==> config.mk <==
export PLATFORM = sky130hd
export DESIGN_NAME = ilc_level_ctrl
export DESIGN_NICKNAME = d
export VERILOG_FILES = /design/src/rtl/ilc_pkg.sv /design/src/rtl/ilc_capture.sv /design/src/rtl/ilc_encoder.sv /design/src/rtl/ilc_inservice.sv /design/src/rtl/ilc_level_ctrl.sv
export SDC_FILE = /design/constraint.sdc
export NUM_CORES = 1
export LEC_CHECK = 0
export BUFFER_PORTS_ARGS = -buffer_cell sky130_fd_sc_hd__buf_2
export CAP_MARGIN = 20
export CORE_MARGIN = 3
export CORE_UTILIZATION = 27
export CTS_CLUSTER_SIZE = 30
export DETAILED_ROUTE_END_ITERATION = 6
export SLEW_MARGIN = 20
export SYNTH_ARGS = -nofsm -noshare
export SYNTH_HDL_FRONTEND = slang
export SYNTH_SLANG_ARGS = --single-unit
==> constraint.sdc <==
create_clock -name clk -period 2.4 [get_ports clk]
set_input_delay 0.48 -clock clk [delete_from_list [all_inputs] [get_ports clk]]
set_output_delay 0.48 -clock clk [all_outputs]
set_load 0.02 [all_outputs]
==> src/rtl/ilc_pkg.sv <==
package ilc_pkg;
  localparam int ILC_N_SRC  = 8;
  localparam int ILC_LVL_W  = 3;
  localparam int ILC_ADDR_W = 3;

  localparam logic [ILC_ADDR_W-1:0] A_STATUS = 3'd0;
  localparam logic [ILC_ADDR_W-1:0] A_PEND   = 3'd1;
  localparam logic [ILC_ADDR_W-1:0] A_MASK   = 3'd2;
  localparam logic [ILC_ADDR_W-1:0] A_LEVEL  = 3'd3;
  localparam logic [ILC_ADDR_W-1:0] A_ACK    = 3'd4;
  localparam logic [ILC_ADDR_W-1:0] A_DONE   = 3'd5;
  localparam logic [ILC_ADDR_W-1:0] A_THRESH = 3'd6;
endpackage

==> src/rtl/ilc_capture.sv <==
module ilc_capture #(
  parameter int N_SRC = ilc_pkg::ILC_N_SRC
) (
  input  logic             clk,
  input  logic             rst_n,
  input  logic [N_SRC-1:0] src_i,
  input  logic [N_SRC-1:0] clr_i,
  input  logic             mask_we_i,
  input  logic [N_SRC-1:0] mask_d_i,
  output logic [N_SRC-1:0] status_o,
  output logic [N_SRC-1:0] pend_o,
  output logic [N_SRC-1:0] mask_o,
  output logic [N_SRC-1:0] elig_o
);
  logic [N_SRC-1:0] src_q, pend_q, mask_q, rise;

  assign rise = src_i & ~src_q;

  always_ff @(posedge clk or negedge rst_n) begin
    if (!rst_n) begin
      src_q  <= '0;
      pend_q <= '0;
      mask_q <= '1;
    end else begin
      src_q  <= src_i;
      pend_q <= (pend_q & ~clr_i) | rise;
      if (mask_we_i) mask_q <= mask_d_i;
    end
  end

  assign status_o = src_q;
  assign pend_o   = pend_q;
  assign mask_o   = mask_q;
  assign elig_o   = pend_q & ~mask_q;

  assert_edge_sets_pending_R2: assert property (@(posedge clk) disable iff (!rst_n)
    (|rise) |=> ((pend_q & $past(rise)) == $past(rise)));

  assert_w1c_clears_R3: assert property (@(posedge clk) disable iff (!rst_n)
    (|(clr_i & ~rise)) |=> ((pend_q & $past(clr_i & ~rise)) == '0));
endmodule

==> src/rtl/ilc_encoder.sv <==
module ilc_encoder #(
  parameter int N_SRC = ilc_pkg::ILC_N_SRC,
  parameter int LVL_W = ilc_pkg::ILC_LVL_W,
  parameter logic [N_SRC*LVL_W-1:0] SRC_LEVELS = '0
) (
  input  logic [N_SRC-1:0] elig_i,
  input  logic [LVL_W-1:0] thresh_i,
  output logic [LVL_W-1:0] level_o
);
  localparam int NLVL = 1 << LVL_W;

  logic [NLVL-1:0]  req;
  logic [LVL_W-1:0] best;

  // collect requests per level
  generate
    for (genvar l = 0; l < NLVL; l++) begin : g_lvl
      logic [N_SRC-1:0] hit;
      for (genvar i = 0; i < N_SRC; i++) begin : g_src
        if (l == 0) begin : g_none
          assign hit[i] = 1'b0;
        end else begin : g_cmp
          assign hit[i] = elig_i[i] &&
                          (SRC_LEVELS[i*LVL_W +: LVL_W] == LVL_W'(l));
        end
      end
      assign req[l] = |hit;
    end
  endgenerate

  // priority encode: highest level wins
  always_comb begin
    best = '0;
    for (int l = 1; l < NLVL; l++) begin
      if (req[l]) best = LVL_W'(l);
    end
  end

  assign level_o = (best > thresh_i) ? best : '0;
endmodule

==> src/rtl/ilc_inservice.sv <==
module ilc_inservice #(
  parameter int LVL_W = ilc_pkg::ILC_LVL_W
) (
  input  logic             clk,
  input  logic             rst_n,
  input  logic             ack_en_i,
  input  logic [LVL_W-1:0] ack_lvl_i,
  input  logic             done_en_i,
  output logic [LVL_W-1:0] thresh_o
);
  localparam int NLVL = 1 << LVL_W;

  // one bit per level; nested levels are strictly increasing, so the
  // highest set bit is the top of the nesting stack
  logic [NLVL-1:0]  isr_q;
  logic [LVL_W-1:0] top;

  always_comb begin
    top = '0;
    for (int l = 1; l < NLVL; l++) begin
      if (isr_q[l]) top = LVL_W'(l);
    end
  end

  always_ff @(posedge clk or negedge rst_n) begin
    if (!rst_n) begin
      isr_q <= '0;
    end else if (ack_en_i && (ack_lvl_i > top)) begin
      isr_q[ack_lvl_i] <= 1'b1;
    end else if (done_en_i && (top != '0)) begin
      isr_q[top] <= 1'b0;
    end
  end

  assign thresh_o = top;

  assert_no_level0_R9: assert property (@(posedge clk) disable iff (!rst_n)
    1'b1 |=> (isr_q[0] == 1'b0));

  assert_ack_push_R9: assert property (@(posedge clk) disable iff (!rst_n)
    (ack_en_i && (ack_lvl_i > top)) |=> (thresh_o == $past(ack_lvl_i)));

  assert_ack_ignored_R10: assert property (@(posedge clk) disable iff (!rst_n)
    (ack_en_i && (ack_lvl_i <= top)) |=> $stable(isr_q));

  assert_done_pops_R11: assert property (@(posedge clk) disable iff (!rst_n)
    (done_en_i && (top != '0)) |=> (thresh_o < $past(top)));

  assert_done_empty_R11: assert property (@(posedge clk) disable iff (!rst_n)
    (done_en_i && (top == '0)) |=> (isr_q == '0));
endmodule

==> src/rtl/ilc_level_ctrl.sv <==
module ilc_level_ctrl #(
  parameter int N_SRC = ilc_pkg::ILC_N_SRC,
  parameter int LVL_W = ilc_pkg::ILC_LVL_W,
  parameter logic [N_SRC*LVL_W-1:0] SRC_LEVELS =
    {3'd7, 3'd6, 3'd5, 3'd4, 3'd3, 3'd2, 3'd1, 3'd1}
) (
  input  logic                           clk,
  input  logic                           rst_n,
  input  logic [N_SRC-1:0]               src_i,
  input  logic                           reg_wen_i,
  input  logic [ilc_pkg::ILC_ADDR_W-1:0] reg_addr_i,
  input  logic [N_SRC-1:0]               reg_wdata_i,
  output logic [N_SRC-1:0]               reg_rdata_o,
  output logic                           irq_o,
  output logic [LVL_W-1:0]               irq_level_o
);
  import ilc_pkg::*;

  localparam int PAD_W = N_SRC - LVL_W;

  logic [N_SRC-1:0] status, pend, mask, elig, clr;
  logic             mask_we, ack_en, done_en;
  logic [LVL_W-1:0] thresh, level_d, level_q;
  logic             irq_q;

  assign clr     = (reg_wen_i && reg_addr_i == A_PEND) ? reg_wdata_i : '0;
  assign mask_we = reg_wen_i && (reg_addr_i == A_MASK);
  assign ack_en  = reg_wen_i && (reg_addr_i == A_ACK);
  assign done_en = reg_wen_i && (reg_addr_i == A_DONE);

  ilc_capture #(.N_SRC(N_SRC)) u_capture (
    .clk(clk), .rst_n(rst_n), .src_i(src_i), .clr_i(clr),
    .mask_we_i(mask_we), .mask_d_i(reg_wdata_i),
    .status_o(status), .pend_o(pend), .mask_o(mask), .elig_o(elig)
  );

  ilc_encoder #(.N_SRC(N_SRC), .LVL_W(LVL_W), .SRC_LEVELS(SRC_LEVELS)) u_enc (
    .elig_i(elig), .thresh_i(thresh), .level_o(level_d)
  );

  ilc_inservice #(.LVL_W(LVL_W)) u_isr (
    .clk(clk), .rst_n(rst_n), .ack_en_i(ack_en),
    .ack_lvl_i(reg_wdata_i[LVL_W-1:0]), .done_en_i(done_en),
    .thresh_o(thresh)
  );

  always_ff @(posedge clk or negedge rst_n) begin
    if (!rst_n) begin
      level_q <= '0;
      irq_q   <= 1'b0;
    end else begin
      level_q <= level_d;
      irq_q   <= (level_d != '0);
    end
  end

  assign irq_level_o = level_q;
  assign irq_o       = irq_q;

  always_comb begin
    case (reg_addr_i)
      A_STATUS: reg_rdata_o = status;
      A_PEND:   reg_rdata_o = pend;
      A_MASK:   reg_rdata_o = mask;
      A_LEVEL:  reg_rdata_o = {{PAD_W{1'b0}}, level_q};
      A_THRESH: reg_rdata_o = {{PAD_W{1'b0}}, thresh};
      default:  reg_rdata_o = '0;
    endcase
  end

  assert_irq_matches_level_R8: assert property (@(posedge clk) disable iff (!rst_n)
    irq_o == (irq_level_o != '0));

  assert_above_threshold_R9: assert property (@(posedge clk) disable iff (!rst_n)
    1'b1 |=> ((irq_level_o == '0) || (irq_level_o > $past(thresh))));

  assert_masked_silent_R5: assert property (@(posedge clk) disable iff (!rst_n)
    (elig == '0) |=> (irq_level_o == '0));
endmodule

==> run_results.csv <==
group,metric,value,unit
grt,global_route.usage.met3,0.0310,
grt,grt_start_max_net_pins,36,
sta,final-max-slew-violation-count,0,
critical_path,critical_path.cell_chain,"nor4_4, buf_4, o22ai_1, o21a_1, buf_2",
grt,grt_use_total,0.120,
sta,hold_viol_final,0,
critical_path,cp_num_buf_inv,2,
power_and_ir_drop,max_vdd_drop,0.000376,V
logic_synthesis,synth.yosys.warnings,0,
floorplanning,ios,34,
flow_run,timing.max_cap.violations,0,
grt,grt_use_met2,0.192,
floorplanning,floorplan.die.width,90.2,um
grt,grt_pass1_vias,1615,
grt,use_met1,0.160,
power_and_ir_drop,p_int,1.34,mW
sta,final.min_clock_period,2.12,ns
logic_synthesis,syn-num-nets,224,
sta,finClkSkew,0.00543,ns
floorplanning,floorplan.core_area,6830,um2
drt,detailedRoute.firstPassIterationCount,4,
critical_path,crit_required,1.92,ns
power_and_ir_drop,power.density_cell_area,954,nW/um2
clock_network,cts.root.buffer_cell,"clkbuf_8",
grt,antenna_violations_before_repair,0,
critical_path,cp_top_family,"flip-flops",
sta,finalSetupViolCount,0,
clock_network,post_cts_resized,0,
sta,finalHoldWorstSlack,0.282,ns
floorplanning,floorplan.die_area,8140,um2
sta,worst-slew-pin-transition,0.795,ns
layout,final.fill_count,749,
power_and_ir_drop,power.share.clock,0.183,
drt,viasPerCell,4.55,
critical_path,setup.worst_path.class,"flip-flop to primary output",
place,routabilityCongestion,0.875,
critical_path,critPathMaxStageDelay,0.44,ns
worst_hold_path,hold_path.class,"input pin to asynchronous set/reset pin",
logic_synthesis,count_of_different_cell_masters_after_synthesis,43,
clock_network,tritoncts.num_buffers,5,
clock_network,clock_sink_count,35,
sta,final.setup.tns,0,ns
floorplanning,die_height,90.2,um
layout,nNetsFinal,262,
critical_path,worst-endpoint-arrival,1.64,ns
floorplanning,num_rows,30,
layout,area.growth.synth_to_final,18.7,%
sta,timing.final.crit_share,0.885,
drt,drt-total-wl,4510,um
drt,drt-initial-drc-count,44,
logic_synthesis,post_synthesis_sequential_element_count,35,
grt,grt_busiest_layer,"met2",
layout,num_antenna_cells,0,
sta,grt_setup_unrepaired,"false",
logic_synthesis,post_synth_instance_area,1910,um2
layout,drive_above_1_share,0.282,
floorplanning,effective_utilization_at_floorplan,0.280,
critical_path,worstSetupEndpointType,"primary output",
logic_synthesis,syn_avg_cell_area,9.77,um2
clock_network,insertion_delay,0.28,ns
sta,slew_headroom,0.470,
drt,remaining_drcs,0,
power_and_ir_drop,seq_power_share,0.395,
logic_synthesis,syn-instance-count,196,
critical_path,crit_path_max_fanout,5,
drt,drt.antenna.violating_nets,0,
clock_network,clk_pin_slew,0.07,ns
clock_network,ctsHtreeMaxLevel,2,
power_and_ir_drop,netSwitchingPower,0.823,mW
place,buffer_ports.inserted,33,
critical_path,crit_path_launch_type,"flip-flop",
outcome,run_status,"finished clean",
power_and_ir_drop,power.share.switching,0.380,
place,place.detailed.hpwl,3360,um
clock_network,cts.path.max_buffers,2,
clock_network,postCtsSetupBuffers,0,
power_and_ir_drop,power,2.17,mW
grt,wire_length_of_the_first_global_routing_pass,7870,um
logic_synthesis,ys_async_sr_fraction,1.00,
power_and_ir_drop,cellLeakagePower,1.07,nW
grt,gr-total-overflow,0,
logic_synthesis,synth_enable_flop_cells,0,
drt,num_vias,1503,
drt,drt-wirelength-per-cell,13.7,um
logic_synthesis,ys_seq_area_frac,0.463,
sta,fmax,0.471,GHz
clock_network,holdBufCountCts,0,
critical_path,critical_path.slowest_cell,"dfrtp_1",
clock_network,tritoncts,"done",
power_and_ir_drop,power.combinational.fraction,0.423,
logic_synthesis,synth_top_flop_cell,"dfrtp_1",
-- registers in the layout, indices dropped and copies added, names as in the netlist --
name                count
irq_level_o             3
irq_o                   1
u_capture.mask_o        8
u_capture.pend_o        8
u_capture.status_o      8
u_isr.isr_q             7
-- power by group through the flow --
| stage | Clock [mW] | Sequential (mW) | Combinational (mW) |
|---|---|---|---|
| floorplan | 0 | 0.874 | 0.624 |
| global placement | 0 | 0.862 | 0.899 |
| detailed placement | 0 | 0.867 | 0.915 |
| CTS | 0.420 | 0.856 | 0.918 |
| global route | 0.450 | 0.878 | 1.06 |
| finish | 0.396 | 0.855 | 0.917 |
-- logic make-up (layout without fill, tap and decap cells) --
| kind of cell | after synthesis | after routing | share of synthesized area |
|---|---|---|---|
| mux | 16 | 16 | 0.101 |
| flops | 35 | 35 | 0.463 |
| compound gates | 44 | 44 | 0.152 |
| fa+ha+maj | 6 | 6 | 0.0392 |
| buf+inv | 25 | 63 | 0.0549 |
| simple gates | 70 | 70 | 0.190 |
-- cells in the final DEF (no fill, tap or decap), drive strengths merged, types with 2 or more instances in the layout --
cell type  Yosys  routed
mux2i          7       7
and2b          3       3
o22ai          3       3
a31oi          2       2
inv           19      19
clkbuf         2       7
o2111a         2       2
nand2         24      24
nand3          2       2
o21ai         15      15
mux4           2       2
nand4          2       2
o31a           2       2
o21a           2       2
dfstp          8       8
nand2b         6       6
a211oi         2       2
nor3           4       4
nor2          21      21
a21oi         11      11
dfrtp         27      27
buf            4      37
and4bb         2       2
ha             6       6
mux2           7       7
-- stage by stage --
stage,instances,cell area [um2],worst slack (ns),utilization
6_report,330,2270,0.276,0.333
2_1_floorplan,196,1910,0.314,-
4_1_cts,330,2270,0.204,0.333
3_3_place_gp,323,2200,0.227,0.321
5_1_grt,330,2270,0.0927,0.333
3_5_place_dp,323,2200,0.215,0.321
-- path summary, 6_finish.rpt --
kind / startpoint / end / slack [ns] / cells after the start
hold reg to reg: u_capture.status_o[2] / u_capture.pend_o[2] / 0.46 / 1
setup / recovery: u_isr.isr_q[6] / reg_rdata_o[2] / 0.28 / 5
setup reg to reg: u_capture.mask_o[6] / irq_o / 0.31 / 8
hold / removal: rst_n / u_isr.isr_q[6] / 0.28 / 1
max in group asynchronous: rst_n / u_capture.pend_o[6] / 1.61 / 1
min in group clk: src_i[0] / u_capture.status_o[0] / 0.31 / 1
-- area by class of cell --
cell class / instances / area (um2) / area share
Tap cell: 96 / 120 / 0.0529
Clock buffer: 7 / 76.3 / 0.0336
Sequential cell: 35 / 886 / 0.390
Multi-Input combinational cell: 136 / 923 / 0.406
Inverter: 19 / 71.3 / 0.0314
Timing Repair Buffer: 37 / 195 / 0.0859
-- worst register-to-register path, cell delays in order (launching register included) --
cell and delay (ns):
dfstp_2 0.54, and2b_1 0.24, nor3_1 0.25, inv_1 0.07
ha_1 0.28, nor2b_1 0.13, o21a_1 0.16, o21ai_1 0.23
a31oi_1 0.07
-- synth_stat cells, types with 3 or more instances --
| library cell | number | share of area |
|---|---|---|
| dfstp_2 | 8 | 0.11 |
| nor2_1 | 21 | 0.041 |
| nor3_1 | 4 | 0.010 |
| mux2i_1 | 7 | 0.037 |
| and2b_1 | 3 | 0.012 |
| o21ai_0 | 14 | 0.037 |
| dfrtp_1 | 27 | 0.35 |
| nand2b_1 | 6 | 0.020 |
| inv_1 | 19 | 0.037 |
| a21oi_1 | 11 | 0.029 |
| ha_1 | 6 | 0.039 |
| mux2_2 | 6 | 0.035 |
| nand2_1 | 23 | 0.045 |
| o22ai_1 | 3 | 0.0098 |
-- metal layers --
| metal | vias up | share of wire |
|---|---|---|
| li1 | 752 | - |
| met1 | 709 | 0.49 |
| met2 | 35 | 0.45 |
| met3 | 7 | 0.045 |
| met4 | 0 | 0.012 |
| met5 | - | 0 |
(Power assumes the default switching activity.)
